[src/rtl/tag_group_tracker.sv]
module tag_group_tracker #(
  parameter int NGRP    = 32,
  parameter int MAX_OUT = 16
) (
  input  logic                    clk,
  input  logic                    rst_n,
  input  logic                    cmd_valid,
  input  logic [$clog2(NGRP)-1:0] cmd_tag,
  input  logic                    cmd_fence,
  input  logic                    cmd_barrier,
  output logic                    cmd_ready,
  input  logic                    done_valid,
  input  logic [$clog2(NGRP)-1:0] done_tag,
  input  logic                    mask_wr,
  input  logic [NGRP-1:0]         mask_in,
  input  logic                    mode_wr,
  input  logic [1:0]              mode_in,
  input  logic                    stat_rd,
  output logic                    stat_valid,
  output logic [NGRP-1:0]         stat_data
);
  localparam int TAG_W = $clog2(NGRP);
  localparam int CNT_W = $clog2(MAX_OUT + 1);
  localparam logic [1:0] MODE_ANY = 2'd1;
  localparam logic [1:0] MODE_ALL = 2'd2;

  logic [CNT_W-1:0] cnt_q [NGRP];
  logic [NGRP-1:0]  idle, bar_q, masked;
  logic [NGRP-1:0]  mask_q;
  logic [1:0]       mode_q;
  logic             issue, sel_full, sel_hold, cond;

  assign sel_full  = cnt_q[cmd_tag] == CNT_W'(MAX_OUT);
  assign sel_hold  = bar_q[cmd_tag] && !idle[cmd_tag];
  assign cmd_ready = !sel_full && !sel_hold &&
                     (!(cmd_fence || cmd_barrier) || idle[cmd_tag]);
  assign issue     = cmd_valid && cmd_ready;

  for (genvar g = 0; g < NGRP; g++) begin : grp
    logic inc, dec;
    assign inc     = issue && cmd_tag == TAG_W'(g);
    assign dec     = done_valid && done_tag == TAG_W'(g) && !idle[g];
    assign idle[g] = cnt_q[g] == '0;

    always_ff @(posedge clk) begin
      if (!rst_n) begin
        cnt_q[g] <= '0;
        bar_q[g] <= 1'b0;
      end else begin
        if (inc && !dec)      cnt_q[g] <= cnt_q[g] + CNT_W'(1);
        else if (dec && !inc) cnt_q[g] <= cnt_q[g] - CNT_W'(1);
        if (inc && cmd_barrier) bar_q[g] <= 1'b1;
        else if (idle[g])       bar_q[g] <= 1'b0;
      end
    end

    AST_NO_OVERFLOW: assert property (@(posedge clk) disable iff (!rst_n)
      cnt_q[g] <= CNT_W'(MAX_OUT));
    AST_CANCEL: assert property (@(posedge clk) disable iff (!rst_n)
      (inc && done_valid && done_tag == TAG_W'(g) && cnt_q[g] != '0) |=> $stable(cnt_q[g]));
    AST_BAR_HOLD: assert property (@(posedge clk) disable iff (!rst_n)
      (bar_q[g] && cnt_q[g] != '0) |-> !inc);
  end

  always_ff @(posedge clk) begin
    if (!rst_n) begin
      mask_q <= '0;
      mode_q <= '0;
    end else begin
      if (mask_wr) mask_q <= mask_in;
      if (mode_wr) mode_q <= mode_in;
    end
  end

  assign masked = idle & mask_q;

  always_comb begin
    case (mode_q)
      MODE_ANY: cond = |masked;
      MODE_ALL: cond = masked == mask_q;
      default:  cond = 1'b1;
    endcase
  end

  assign stat_valid = stat_rd && cond;
  assign stat_data  = masked;

  AST_FENCE_IDLE: assert property (@(posedge clk) disable iff (!rst_n)
    (issue && (cmd_fence || cmd_barrier)) |-> idle[cmd_tag]);
  AST_ANY_HIT: assert property (@(posedge clk) disable iff (!rst_n)
    (stat_valid && mode_q == MODE_ANY) |-> stat_data != '0);
  AST_ALL_HIT: assert property (@(posedge clk) disable iff (!rst_n)
    (stat_valid && mode_q == MODE_ALL) |-> stat_data == mask_q);
  AST_IN_MASK: assert property (@(posedge clk) disable iff (!rst_n)
    (stat_data & ~mask_q) == '0);
  AST_MASK_LOAD: assert property (@(posedge clk) disable iff (!rst_n)
    mask_wr |=> mask_q == $past(mask_in));
endmodule

[config.mk]
export PLATFORM = sky130hd
export DESIGN_NAME = tag_group_tracker
export DESIGN_NICKNAME = d
export VERILOG_FILES = /design/src/rtl/tag_group_tracker.sv
export SDC_FILE = /design/constraint.sdc
export NUM_CORES = 1
export LEC_CHECK = 0
export BUFFER_PORTS_ARGS = -buffer_cell sky130_fd_sc_hd__buf_4
export CORE_MARGIN = 2
export CORE_UTILIZATION = 35
export CTS_CLUSTER_DIAMETER = 150
export CTS_CLUSTER_SIZE = 30
export DETAILED_ROUTE_END_ITERATION = 8
export PLACE_DENSITY = 0.58
export SLEW_MARGIN = 20
export SYNTH_ARGS = -nofsm -noshare
export SYNTH_HDL_FRONTEND = slang
export SYNTH_SLANG_ARGS = --single-unit
[constraint.sdc]
create_clock -name clk -period 12.1 [get_ports clk]
set_input_delay 0 -clock clk [delete_from_list [all_inputs] [get_ports clk]]
set_output_delay 0 -clock clk [all_outputs]
set_load 0.01 [all_outputs]
* Yosys cells after proc, flatten, opt, wreduce, memory -nomap -nowiden
Memory sizes are Yosys's and may differ from the RTL's.
Index checks and enable logic that the tools add are counted.
W data, S select, Z words.
** Cells by class
- Add/subtract/negate cells :: 64
- Order comparisons :: 1
- Equality and inequality tests :: 66
- Mux-type cells :: 358
- Bitwise operators :: 65
- Reduce and logical (&&, ||, !) cells :: 366
** Operator list (count)
- $mux W5 :: 64
- $mux W1 :: 291
- $logic_and A1 B1 Y1 :: 197
- $logic_not A5 Y1 :: 34
- $eq A5 B5 Y1 const B :: 33
- $add A5 B1 Y5 const B :: 32
- $sub A5 B1 Y5 const B :: 32
- $logic_not A1 Y1 :: 100
- $eq A5 B4 Y1 const B :: 16
- $or A1 B1 Y1 :: 64
- $reduce_bool A2 Y1 :: 32
- $eq A5 B3 Y1 const B :: 8
- $and A32 B32 Y32 :: 1
- $eq A32 B32 Y1 :: 1
- $reduce_or A32 Y1 :: 1
- $eq A5 B2 Y1 const B :: 4
- $bmux W1 S5 :: 2
- $eq A5 B1 Y1 const B :: 2
- $lt A5 B6 Y1 const B :: 1
- $eq A2 B1 Y1 const B :: 1
- $eq A2 B2 Y1 const B :: 1
- $logic_or A1 B1 Y1 :: 2
- $pmux W1 S2 :: 1
** Storage, ports and cells
- Register bits :: 66
- Bits in writable memories :: 160
- Input port bits :: 53
- Output and inout port bits :: 34
- Logic and storage cells :: 955
- Memories kept :: 1
** Memories
- cnt_q :: depth 32, bits a word 5, rd ports 33, clocked after Yosys merged registers in 0, write ports 32, RTL line 27 : logic [CNT_W-1:0] cnt_q [NGRP];

* Longest topological paths before layout
Gate-level depths: netlist of run 1.
- Word-level depth :: 17
- Mapped depth :: 19
- Gate-level depth less buffers :: 16

* Worst setup path after synthesis of run 1
Ideal clock, no wire load.
- Path kind :: register to register
- From :: mem cnt_q[29][3] in the netlist's numbering
- To :: mem cnt_q[16][4] in the netlist's numbering (data pin)
- Setup time :: 266 ps
- Data arrival time :: 3567 ps
- Setup slack :: 8267 ps
- Cell stages (with the launch flop) :: 17
- Buffers on the path :: 2
- Cells stage by stage :: edfxtp_1 clkbuf_1 or3_1 o311a_1 or4_1 a22oi_2 a211oi_2 buf_4 a2111oi_2 nand2_1 inv_1 ha_1 a21o_1 a21oi_1 xnor2_1 mux2i_1 nor2_1
** RTL lines (RTL line)
- start, declared :: 27

==> metrics list, run 1 <==
- The worst setup path is of the flop to flop kind.
- ANT cells: 0
- For this run, the slowest stage of the critical path takes approximately 660 ps.
- At the end of routability-driven placement, the weighted congestion stood at slightly above 0.9.
- Clock-pin slew reported for the worst setup and hold paths after clock tree synthesis: between 100 and 150 ps
- In this run the mean area of a mapped cell was 8.72 µm².
* Number of enable-type register cells in the synthesized netlist: 160
- Die boundary width: 229 µm
- The library cell used most frequently in the layout, excluding fill and tap cells, is sky130_fd_sc_hd__nand2_1.
* Number of antenna violations at the first check in global routing: 1
- Clock root cell: sky130_fd_sc_hd__clkbuf_16
- Of the synthesized area, sequential elements account for 0.347.
* Overall routed net length: about 60000 µm
- In this run the critical register-to-register path is captured at cnt_q[26][4]$_DFFE_PP_.
* Clk pwr share: 0.274
* Register bit count reported by yosys: 226
- Maximum count of clock buffers along a single path: 3
- For this run, the share of the core covered by cells in the final layout is 0.388.
- Switching Share: 0.311
- Vias per cell: 6.17
- Clock Latency Late Sink: about 510 ps
* Number of warnings printed during yosys synthesis: 0
- Internal power component: 1140 µW
* Routed wire per std cell: about 22 µm
* Area enclosed by the die boundary: 52300 µm²
* Share of async-settable or async-resettable flops after synthesis: 0
- The count of nets left with antenna violations once routing finished came out at 0.
- Row generation in the floorplan step produced between 80 and 90 rows.
- Count of fill cells added during filler insertion: about 5.0k
- The final hold violation count was 0.
* First-pass GRT wire length: between 90000 and 100000 µm
* Placed Instances: between 2k and 3k
- Fin nets: ~2.2k
- Top Family by Delay on Critical Path: compound AO/OA/AOI/OAI gates
- Setup TNS Final: 0 ps
- Standby leakage power: 0.00690 µW
- Setup repair after global routing left no endpoint under its margin.
- Depth of the critical timing path with buffers and inverters included: 11
- STA classifies the critical path startpoint as a flop.
- Based on the critical path, the design can be clocked at up to between 200 and 250 MHz.
* Top library cells by usage in the layout, fill and taps aside: sky130_fd_sc_hd__nand2_1 (206), sky130_fd_sc_hd__nor2_1 (198), sky130_fd_sc_hd__edfxtp_1 (160)
- The count of buffers added on input and output ports is 86.
- Library cell contributing the largest single delay on the critical path: sky130_fd_sc_hd__buf_4
- Starting DRT DRC Count: between 1.5k and 2k
- Netlist cell types: between 90 and 100
* Buffers plus inverters on the worst setup path: 3
- The most critical setup path has its endpoint at cnt_q[26][4]$_DFFE_PP_.
- The via count of the first global-routing pass came to about 16k.
* Fin crit period: roughly 4500 ps
- Clock tree synthesis inserted a total of 11 buffers.
- In this run the vertical extent of the chip is approximately 230 µm.
- Outcome: complete, no violations
- In this run the worst hold path is classified as primary input to flop.
- Across the VDD grid, the largest voltage drop is 79.8 µV.
* Worst hold slack after final layout: 34.7 ps
* Detail Placement HPWL: 44800 µm
* Final period util: 0.374
* Worst endpoint required time: roughly 12000 ps
- The number of nets handed over by synthesis was between 2k and 2.5k.
- Of the total power, combinational logic draws 0.168.
* Sequential group share of total power: 0.558
- Area taken by multi-input logic gates: 10600 µm²
* Data arrival time of the critical path: roughly 4700 ps
* Pre-Repair DR Iteration Count: 6
- Of the cells placed in the final design, the portion with a size suffix greater than 1 is 0.0905.
- Across every metal layer, demand over resource in global routing totals 0.221.
- The setup check on the worst reg-to-reg path leaves a slack of between 7000 and 8000 ps.
- TritonCTS built the clock tree.
- Slew Limit Headroom: 0.223
- Entering global routing, the biggest net connects 75 pins.
* Crit path cell chain: inv_1, ha_1, or4b_1, mux2_2, o22ai_1, a22oi_2, a211oi_4, buf_4, buf_4, a21oi_1, o21ai_0
- The total count of max-transition violations in the final report came to 0.
* Synthesis-to-layout area growth: 9.69%
- Among all flip-flop cells after synthesis, the most frequent one is sky130_fd_sc_hd__edfxtp_1.
- Cell area after synthesis: between 15000 and 20000 µm²
* Count of mapped cells out of synthesis: between 2k and 2.5k
- In this run the critical register-to-register path is launched from cnt_q[19][0]$_DFFE_PP_.
- For the pin with the worst max-slew slack, the measured transition is ~1200 ps.
* Clock Sinks: around 230
- Maximum Capacitance Violations: 0
- For this design the total switching power over the nets is just over 500 µW.
- During I/O placement, the number of pins put on the boundary was slightly below 90.
- In this run the power density over the cells is 85.6 nW/µm².
* H-tree depth reported by CTS: 1
- The worst setup path is captured at a flop.
* Non-filler cells in the finished layout: approximately 2.7k
- Post-CTS setup-driven buffer insertion count: 0
- Core ar.: between 40000 and 50000 µm²
* Total setup violations reported at the end of the flow: 0
- The worst register-to-register path has a depth of 11.
- Post-Route Skew: between 20 and 25 ps
* Largest fanout of any net on the critical path: 74
* Power after layout: ~1700 µW
* Critical Path Start: cnt_q[19][0]$_DFFE_PP_
- Starting density of the core: 0.354
- Registers take ~6100 µm².
* Number of DRC violations after detailed routing: 0
- Overall overflow remaining after global route: 0
- The routed layout has between 15k and 20k vias.
- In this design, the critical path's most frequently occurring cell is sky130_fd_sc_hd__buf_4.
-- metrics by stage --
stage / area (µm²) / setup slack [ps]
finish: 19400 / 7580
global placement: 18700 / 7710
CTS: 19400 / 7640
global route: 19400 / 7270
detailed placement: 18700 / 7680
floorplan: 17700 / 8270
-- cell families after synthesis --
kind of cell               Yosys count  synth area share
AOI/OAI and AO/OA                  506             0.208
muxes                               70            0.0457
adders and majority gates           99            0.0705
DFF                                226             0.347
xor gates and xnor gates            35            0.0173
and+or+nand+nor                    862             0.257
buffers and inverters              228            0.0548
-- what timing repair did --
item	CTS	global route
setup endpoints to repair	0	0
endpoints found under the hold margin	50	0
hold buffers	37	0
gates resized for setup	0	0
-- how the worst min path moves through the flow --
stage	startpoint	end	slack (ps)	cells past startpoint
global placement	mask_in[28]	mask_q[28]$_SDFFE_PN0P_	230	3
CTS	cmd_tag[2]	bar_q[0]$_SDFFE_PN0P_	10	4
finish	cmd_tag[2]	bar_q[0]$_SDFFE_PN0P_	30	4
global route	cmd_tag[2]	bar_q[0]$_SDFFE_PN0P_	50	4
floorplan	cmd_tag[4]	cmd_ready	130	1
detailed placement	mode_in[1]	mode_q[1]$_SDFFE_PN0P_	240	3
-- sequential cells by signal, summed over array words and instances, names as in the netlist --
name	flops
mode_q	2
mask_q	32
bar_q	32
cnt_q	160
-- routing by layer --
layer	wire length, µm	part of all wire	global-route usage
met1	25600	0.43	0.296
met4	3100	0.052	0.107
met5	13	0.00022	0
met3	4160	0.069	0.0256
met2	27100	0.45	0.355
-- synth_stat cells, types with 18 or more instances --
cell type,n,share of area
sky130_fd_sc_hd__nor4b_1,29,0.014
sky130_fd_sc_hd__o22a_1,19,0.0094
sky130_fd_sc_hd__and2_1,43,0.015
sky130_fd_sc_hd__nor3_1,46,0.013
sky130_fd_sc_hd__nor4_1,25,0.0089
sky130_fd_sc_hd__nor2_1,199,0.042
sky130_fd_sc_hd__a31oi_1,30,0.011
sky130_fd_sc_hd__mux2i_1,48,0.027
sky130_fd_sc_hd__nand2_1,206,0.044
sky130_fd_sc_hd__a21oi_1,101,0.029
sky130_fd_sc_hd__a22oi_1,45,0.019
sky130_fd_sc_hd__clkbuf_1,85,0.018
sky130_fd_sc_hd__a32oi_1,30,0.015
sky130_fd_sc_hd__o21ai_0,45,0.013
sky130_fd_sc_hd__o22ai_1,18,0.0064
sky130_fd_sc_hd__a221oi_1,41,0.020
sky130_fd_sc_hd__o211ai_1,31,0.013
sky130_fd_sc_hd__buf_2,22,0.0062
sky130_fd_sc_hd__and3_1,28,0.0099
sky130_fd_sc_hd__edfxtp_1,160,0.27
sky130_fd_sc_hd__nand2b_1,24,0.0085
sky130_fd_sc_hd__dfxtp_1,66,0.075
sky130_fd_sc_hd__xor2_1,18,0.0089
sky130_fd_sc_hd__inv_1,99,0.021
sky130_fd_sc_hd__ha_1,98,0.069
sky130_fd_sc_hd__or3_1,24,0.0085
sky130_fd_sc_hd__nand3_1,105,0.030
-- power groups by stage --
stage                     combinational [µW]  sequential (µW)  clock [µW]
after floorplan                          195              905           0
after global placement                   260              940           0
after detailed placement                 264              941           0
after CTS                                275              923         467
after global routing                     302              932         488
final                                    279              926         454
-- cell type report --
class | instances | share of cell area
multi-input combinational | 1572 | 0.547
clock buffer | 15 | 0.0150
tap | 672 | 0.0434
inverter | 102 | 0.0198
sequential | 226 | 0.316
clock inverter | 2 | 0.000968
timing repair buffer | 138 | 0.0582
-- worst min-delay path, cell delays in order --
cell,delay (ps)
sky130_fd_sc_hd__buf_4,230
sky130_fd_sc_hd__nor3_4,130
sky130_fd_sc_hd__nand2_1,80
sky130_fd_sc_hd__a21oi_1,60
(Power assumes the default switching activity.)
==> run 2: changes to the inputs <==
--- a/config.mk
+++ b/config.mk
@@ -5,13 +5,14 @@
 export SDC_FILE = /design/constraint.sdc
 export NUM_CORES = 1
 export LEC_CHECK = 0
+export ABC_AREA = 1
 export BUFFER_PORTS_ARGS = -buffer_cell sky130_fd_sc_hd__buf_4
 export CORE_MARGIN = 2
 export CORE_UTILIZATION = 35
 export CTS_CLUSTER_DIAMETER = 150
 export CTS_CLUSTER_SIZE = 30
 export DETAILED_ROUTE_END_ITERATION = 8
-export PLACE_DENSITY = 0.58
+export PLACE_DENSITY = 0.6
 export SLEW_MARGIN = 20
 export SYNTH_ARGS = -nofsm -noshare
 export SYNTH_HDL_FRONTEND = slang
==> constraint.sdc (replaced) <==
create_clock -name clk -period 3.8 [get_ports clk]
set_input_delay 0 -clock clk [delete_from_list [all_inputs] [get_ports clk]]
set_output_delay 0 -clock clk [all_outputs]
set_load 0.01 [all_outputs]
==> run 2 against run 1 <==
Against the previous run: critical path depth increased by 6; critical path type unchanged; first-iteration DRC count decreased by 5.0%; non-clock buffer count increased by 39; worst setup slack got worse by 7300 ps; power increased to 3.1 times the previous value; via count decreased by 4.6%; hold slack improved by 110 ps; largest cell class unchanged; core utilization increased by 1.3 points; cell count increased by 11%; maximum frequency increased by 27%.
==> metrics list, run 2 <==
* Crit path cell chain: inv_1, ha_1, nand2_1, nor2_1, nand2_1, o21ai_0, inv_1, nand3_1, nor2_1, nand3_1, nand3_1, nand2_1, buf_4, nand4_1, dlygate4sd3_1, o21ai_0, dlygate4sd3_1
* Worst endpoint required time: 4240 ps
- Setup violations remaining at the end of the flow were counted as 0.
* Clock Sinks: about 230
- The clock passes through at most 3 buffers.
* Core ar.: 47700 µm²
- After the first detailed-routing iteration, the DRC count stood at roughly 1.4k.
- Most common library cell in the layout ignoring fill and taps: sky130_fd_sc_hd__nand2_1
- The worst register-to-register path ends at bar_q[16]$_SDFFE_PN0P_.
* Count of mapped cells out of synthesis: around 2.3k
* Biggest area contributors in the synthesized netlist: sky130_fd_sc_hd__edfxtp_1 (28%), sky130_fd_sc_hd__nand2_1 (10%), sky130_fd_sc_hd__nand3_1 (9.0%)
- Number of buffers created by CTS: 11
- The run finished with clean final reports.
- In the final layout, the share of cells above drive strength 1 is 0.0798.
- In this run the static leakage power is 0.00816 µW.
* Final count of pins violating max slew: 0
- Among all stages on the critical path, the largest delay is contributed by sky130_fd_sc_hd__dlygate4sd3_1.
- IO Port Bufs: 86
* Slew Limit Headroom: 0.284
- In the post-synthesis netlist, the cell with the most instances is sky130_fd_sc_hd__nand2_1.
- By startpoint and endpoint, the worst setup path is classified as flop to flop.
- Final period util: 0.937
- Data arrival time of the critical path: ~4000 ps
- The final layout contains roughly 2.6k nets.
- A synthesized cell averages about 7.3 µm².
- In this run the remaining antenna-violating nets after routing total 0.
* Setup TNS Final: 0 ps
* Largest fanout of any net on the critical path: 19
* Number of warnings printed during yosys synthesis: 0
* Worst reg-to-reg path cell count: 17
- Share of async-settable or async-resettable flops after synthesis: 0
- Site row count: 80
- Clock Latency Late Sink: just over 500 ps
- Clock-pin slew reported for the worst setup and hold paths after clock tree synthesis: 120 ps
- Reg with most FFs: cnt_q
- The first global-routing pass estimated 84900 µm of wire.
* Die boundary width: around 220 µm
- The number of antenna violations at the first check in global routing came to 0.
- The die covers roughly 50000 µm².
* Starting density of the core: 0.355
- Setup slack closes at about 240 ps.
- The critical path starts at cnt_q[29][0]$_DFFE_PP_.
- Fin crit period: between 3000 and 4000 ps
- Detail Placement HPWL: 42100 µm
- Number of top-level pins: 87
- Dividing the detail-routed wire length by the instance count gives about 18 µm.
* Fmax: between 200 and 300 MHz
* Post-CTS setup-driven buffer insertion count: 0
- Yosys top cell by area: sky130_fd_sc_hd__edfxtp_1
- Count of fill cells added during filler insertion: between 4k and 5k
* Top library cells by usage in the layout, fill and taps aside: sky130_fd_sc_hd__nand2_1 (466), sky130_fd_sc_hd__nand3_1 (304), sky130_fd_sc_hd__inv_1 (268)
- Synth top area share: 0.283
- Top Family by Delay on Critical Path: buffers and inverters
- In this run the worst hold path is classified as primary input to flop.
- The register with the most flip-flops in the layout has 160 of them.
* Global placement routability congestion: 0.969
* Number of DRC violations after detailed routing: 0
* Hold path depth: 5
- Compared with the post-synthesis result, the final layout area differs by 12.8%.
* Number of global-route vias before repair: 15.1k
- Netlist cell types: 38
- The worst-case IR drop observed on VDD is about 240 µV.
- The worst setup path is captured at a flop.
- Worst-Margin Slew: around 1100 ps
- Startpoint type of the worst setup path: flop
* Pin count of the biggest net entering global routing: ~190
* Maximum Capacitance Violations: 0
- 0 antenna diodes ended up in the layout.
- Clock tree synthesis selected as its root buffer the cell sky130_fd_sc_hd__clkbuf_16.
- The largest single stage delay on the critical path is between 500 and 600 ps.
- In this run the most critical hold path is launched from cmd_valid.
- The number of nets in the synthesized netlist is 2465.
- Vias per cell: 5.29
* Share of synthesized area occupied by flip-flops and latches: 0.361
- The cell area that synthesis handed to floorplanning was 17000 µm².
- Across every metal layer, demand over resource in global routing totals 0.215.
- Register bit count reported by yosys: around 230
- In this run the critical register-to-register path is launched from cnt_q[29][0]$_DFFE_PP_.
* Number of enable-type register cells in the synthesized netlist: 160
- CTS built an H-tree with a depth of 1.
- The final hold violation count is 0.
- Endpoint with the worst hold slack: bar_q[23]$_SDFFE_PN0P_
- Clock tree from TritonCTS: yes
* Buffers plus inverters on the worst setup path: 5
- Top Registers: cnt_q (160), bar_q (32), mask_q (32)
- The worst register-to-register path has a setup slack of roughly 240 ps.
- Pre-Repair DR Iteration Count: 6
- Pre-CTS setup slack: 306 ps
* Die Y-Extent: approximately 220 µm
* Via count of the routed design: around 16k
* Main flop type after synthesis: sky130_fd_sc_hd__edfxtp_1
- Hold is met by about 150 ps.
* Overall routed net length: between 50000 and 60000 µm
* Power per cell area: around 270 nW/µm²
- RSZ-0062 raised after global routing: no
- Post-Route Skew: ~19 ps
- Post-Route Utilization: 0.401
* Commonest cells in the netlist: sky130_fd_sc_hd__nand2_1 (467), sky130_fd_sc_hd__nand3_1 (305), sky130_fd_sc_hd__inv_1 (269), sky130_fd_sc_hd__nor2_1 (268), sky130_fd_sc_hd__edfxtp_1 (160)
- Overall overflow remaining after global route: 0
[run 2: cell type report]
class	count	area (µm²)	area share
Clock buffer	14	287	0.0150
Clock inverter	2	17.5	0.000916
Inverter	275	1040	0.0545
Multi-Input combinational cell	1725	9410	0.492
Sequential cell	226	6130	0.320
Tap cell	615	769	0.0402
Timing Repair Buffer	177	1480	0.0771
[run 2: worst register-to-register path, delay by kind of cell (launching register included)]
kind | cells | cell delay, ps
and+or+nand+nor | 9 | 1010
buffers and inverters | 5 | 1640
AOI/OAI and AO/OA | 2 | 230
adders and majority gates | 1 | 160
DFF | 1 | 460
[run 2: routing by layer]
layer / track usage / wire length (µm) / up-vias
met5: 0 / 0 / -
met4: 0.0690 / 1870 / 0
met3: 0.0328 / 3820 / 84
met2: 0.352 / 24900 / 550
met1: 0.291 / 24400 / 7584
li1: - / - / 7820
[run 2: through the flow]
stage          std cells  power [µW]  cell area (µm²)
2_1_floorplan       2313        3410            17000
3_3_place_gp        2976        3720            18400
3_5_place_dp        2976        3730            18400
4_1_cts             3034        5160            19100
5_1_grt             3034        5350            19100
6_report            3034        5140            19100
[run 2: cells by family after synthesis]
group	synth area share
AOI/OAI and AO/OA	0.0797
buffers and inverters	0.0847
DFF	0.361
xor gates and xnor gates	0.0883
and+or+nand+nor	0.313
adders and majority gates	0.0735
[run 2: how the worst max path moves through the flow]
| stage | end | slack (ps) | cells past startpoint |
|---|---|---|---|
| floorplan | cnt_q[16][4]$_SDFFCE_PN0P_ | 710 | 25 |
| global placement | cnt_q[16][4]$_SDFFCE_PN0P_ | 300 | 24 |
| detailed placement | cnt_q[16][4]$_SDFFCE_PN0P_ | 310 | 24 |
| CTS | stat_valid | 260 | 13 |
| global route | cnt_q[16][4]$_SDFFCE_PN0P_ | 40 | 24 |
| finish | bar_q[16]$_SDFFE_PN0P_ | 240 | 17 |
[run 2: report_power, final]
group	internal [µW]	leakage, µW	switching (µW)
logic	308	0.00582	591
registers	2730	0.00219	99.5
clock network	552	0.000148	861
[run 2: what timing repair did]
item | 4_1_cts | 5_1_grt
setup endpoints to repair | 0 | 1
gates resized for setup | 0 | 4
endpoints found under the hold margin | 56 | 0
hold buffers | 42 | 0
==> run 3: changes to the inputs <==
--- a/config.mk
+++ b/config.mk
@@ -6,13 +6,14 @@
 export NUM_CORES = 1
 export LEC_CHECK = 0
 export ABC_AREA = 1
-export BUFFER_PORTS_ARGS = -buffer_cell sky130_fd_sc_hd__buf_4
+export BUFFER_PORTS_ARGS = -buffer_cell sky130_fd_sc_hd__clkbuf_2
 export CORE_MARGIN = 2
 export CORE_UTILIZATION = 35
 export CTS_CLUSTER_DIAMETER = 150
 export CTS_CLUSTER_SIZE = 30
 export DETAILED_ROUTE_END_ITERATION = 8
 export PLACE_DENSITY = 0.6
+export RECOVER_POWER = 25
 export SLEW_MARGIN = 20
 export SYNTH_ARGS = -nofsm -noshare
 export SYNTH_HDL_FRONTEND = slang
==> run 3 against run 2 <==
Against the previous run: largest power group unchanged; highest routed layer is now met5; power grew 0.74%; largest cell class unchanged; maximum frequency shrank 4.9%; hold slack lost 66 ps; cell area shrank 1.8%; the run now ends with capacitance limit, slew limit left; global-route usage grew 0.41 points; non-clock buffer count shrank 8.
==> metrics list, run 3 (same netlist as run 2, synthesis figures left out) <==
- In this run the count of I/O pins placed on the die edge is 87.
- Library cell contributing the largest single delay on the critical path: sky130_fd_sc_hd__nor3_1
- Across every metal layer, demand over resource in global routing totals 0.219.
* Fraction of layout cells with a size suffix above 1: 0.0572
- Maximum Capacitance Violations: 2
- Worst flop-to-flop path endpoint: cnt_q[24][0]$_DFFE_PP_
- Dividing total power by cell area gives a power density of between 200 and 300 nW/µm².
- Kind of end point of the critical path: flop
- Worst min-delay path class: primary input to flop
- Global placement routability congestion: approximately 1
- Overall overflow remaining after global route: 0
* Starting density of the core: 0.355
- Via count of the routed design: 16.2k
* Largest fanout of any net on the critical path: 19
- The number of antenna violations at the first check in global routing was 4.
- Number of buffers created by CTS: 11
* Clock root cell: sky130_fd_sc_hd__clkbuf_16
- The area growth from synthesis to layout is 10.7%.
- Top library cells by usage in the layout, fill and taps aside: sky130_fd_sc_hd__nand2_1 (467), sky130_fd_sc_hd__nand3_1 (305), sky130_fd_sc_hd__nor2_1 (271)
* Launch instance of the worst min-delay path: cmd_barrier
* Crit path cell chain: inv_1, ha_1, inv_1, nor2_2, nand3_1, nand2_1, nor2_1, nor2_1, nor2_1, nand3_1, nand3_1, nand2_1, buf_4, nand2_1, nor3_1, nand3b_1
* Most common library cell in the layout ignoring fill and taps: sky130_fd_sc_hd__nand2_1
- Worst reg-to-reg path cell count: 16
- Setup TNS Final: 0 ps
- For this run, the slowest stage of the critical path takes 750 ps.
- Detailed placement finished with a half-perimeter wire length of ~44000 µm.
- H-tree depth reported by CTS: 1
- The via count of the first global-routing pass was 15.2k.
* Final period util: 0.985
- The detailed router finished its first iteration with 1565 violations.
- Post-Route Utilization: 0.393
* Endpoint with the worst hold slack: bar_q[4]$_SDFFE_PN0P_
- Setup violations remaining at the end of the flow were counted as 0.
- Post-Route Skew: 44.7 ps
- Type of the worst setup path: flop to flop
* Setup slack of the worst register-to-register path: just under 60 ps
- The clock passes through at most 3 buffers.
- Using the TritonRoute via totals, the vias-per-cell ratio works out to 5.35.
* Core ar.: between 40000 and 50000 µm²
* Number of failing hold endpoints at the final stage: 0
* Die Y-Extent: between 200 and 250 µm
- Clock-pin slew reported for the worst setup and hold paths after clock tree synthesis: about 140 ps
* Count of fill cells added during filler insertion: about 4.8k
* Final count of pins violating max slew: roughly 100
* Overall routed net length: roughly 57000 µm
* Violated checks: capacitance limit, slew limit
* Slew Limit Headroom: -0.266
- Power after layout: 5170 µW
* Top Registers: cnt_q (160), bar_q (32), mask_q (32)
- Setup repair after global routing left no endpoint under its margin.
- Clock tree from TritonCTS: yes
- Startpoint type of the worst setup path: flop
- Counting flops per register, the top entry is cnt_q.
* Flip-flop count of the largest register, all copies and words added: 160
* FF/Latch Area: between 6000 and 7000 µm²
- Data arrival time of the critical path: around 3900 ps
- The first TritonRoute pass finished after 6 iterations.
- Peak supply drop: approximately 240 µV
- The analysis attributes to cell leakage a power of 0.00793 µW.
- Site row count: 80
- First-pass GRT wire length: around 86000 µm
- Area enclosed by the die boundary: approximately 50000 µm²
- Dividing the detail-routed wire length by the instance count gives 18.7 µm.
* IO Port Bufs: 86
- Post-route ant nets: 0
* Pin count of the biggest net entering global routing: 151
* Fmax: between 200 and 300 MHz
- Worst endpoint required time: roughly 4000 ps
- Clock Latency Late Sink: around 520 ps
- Startpoint of the most critical register-to-register path: cnt_q[3][0]$_DFFE_PP_
* Die boundary width: between 200 and 250 µm
* Fin nets: between 2k and 3k
- Clock Sinks: 226
- Hold path depth: 4
- Fin crit period: around 3700 ps
* Worst-Margin Slew: approximately 1900 ps
- Number of DRC violations after detailed routing: 0
- The run finished, with violations left.
- In the final layout, the multi-input gates occupy about 9400 µm².
==> run 3: cell types whose count changed in the layout (fill, tap and decap cells not counted), moves of 2 or more <==
cell	delta
sky130_fd_sc_hd__buf_4	-103
sky130_fd_sc_hd__clkbuf_1	+35
sky130_fd_sc_hd__clkbuf_2	+58
sky130_fd_sc_hd__diode_2	+2
sky130_fd_sc_hd__dlygate4sd3_1	+4
sky130_fd_sc_hd__nor2_1	+5
sky130_fd_sc_hd__nor2_4	-4
sky130_fd_sc_hd__o21ai_0	-2
sky130_fd_sc_hd__o21ai_1	+2
==> run 3: worst max-delay path by stage <==
| stage | start | endpoint | slack, ps | depth (start not counted) |
|---|---|---|---|---|
| 5_1_grt | cnt_q[1][0]$_DFFE_PP_ | cnt_q[15][1]$_DFFE_PP_ | 20 | 18 |
| 6_report | cnt_q[3][0]$_DFFE_PP_ | cnt_q[24][0]$_DFFE_PP_ | 60 | 16 |
| 4_1_cts | cnt_q[3][0]$_DFFE_PP_ | cnt_q[16][4]$_SDFFCE_PN0P_ | 170 | 24 |
| 3_5_place_dp | cnt_q[3][0]$_DFFE_PP_ | cnt_q[16][4]$_SDFFCE_PN0P_ | 180 | 24 |
| 2_1_floorplan | cnt_q[6][0]$_DFFE_PP_ | cnt_q[16][4]$_SDFFCE_PN0P_ | 710 | 25 |
| 3_3_place_gp | cnt_q[3][0]$_DFFE_PP_ | cnt_q[16][4]$_SDFFCE_PN0P_ | 260 | 24 |
==> run 3: final cells by class <==
cell class                 count  area share
antenna                        2    0.000266
clock buffer                  16      0.0168
clock inverter                 1    0.000600
inverter                     275      0.0555
multi-input combinational   1725       0.499
sequential                   226       0.326
tap                          615      0.0410
timing repair buffer         169      0.0606
==> run 3: report_power, final <==
group,switching (µW),internal [µW]
logic,586,286
registers,105,2730
clock network,875,597
total,1570,3610
==> run 3: metal layers <==
| metal | global-route usage | part of all wire | vias up |
|---|---|---|---|
| met2 | 0.350 | 0.44 | 656 |
| met5 | 0 | 0.00044 | - |
| li1 | - | - | 7798 |
| met3 | 0.0333 | 0.074 | 134 |
| met1 | 0.291 | 0.43 | 7628 |
| met4 | 0.101 | 0.050 | 4 |
==> run 3: through the flow <==
stage	instance area (µm²)	std cells	setup WS [ps]	hold slack, ps
2_1_floorplan	17000	2313	712	96.1
3_3_place_gp	18100	2963	263	222
3_5_place_dp	18100	2963	179	244
4_1_cts	18900	3026	166	55.2
5_1_grt	18800	3028	21.3	90.2
6_report	18800	3029	57.7	83.6
==> run 3: timing repair <==
action / in CTS / in global routing
endpoints found under the setup margin: 0 / 49
resized for setup: 0 / 5
hold buffers: 46 / 0
hold endpoints to repair: 35 / 0
buffers inserted: 0 / 1
==> run 3: critical path, delay by kind of cell (launching register included) <==
kind | cells | cell delay, ps
AND/OR/NAND/NOR | 12 | 2310
buffers and inverters | 3 | 490
adder cells (fa/ha/maj) | 1 | 160
flip-flops | 1 | 460
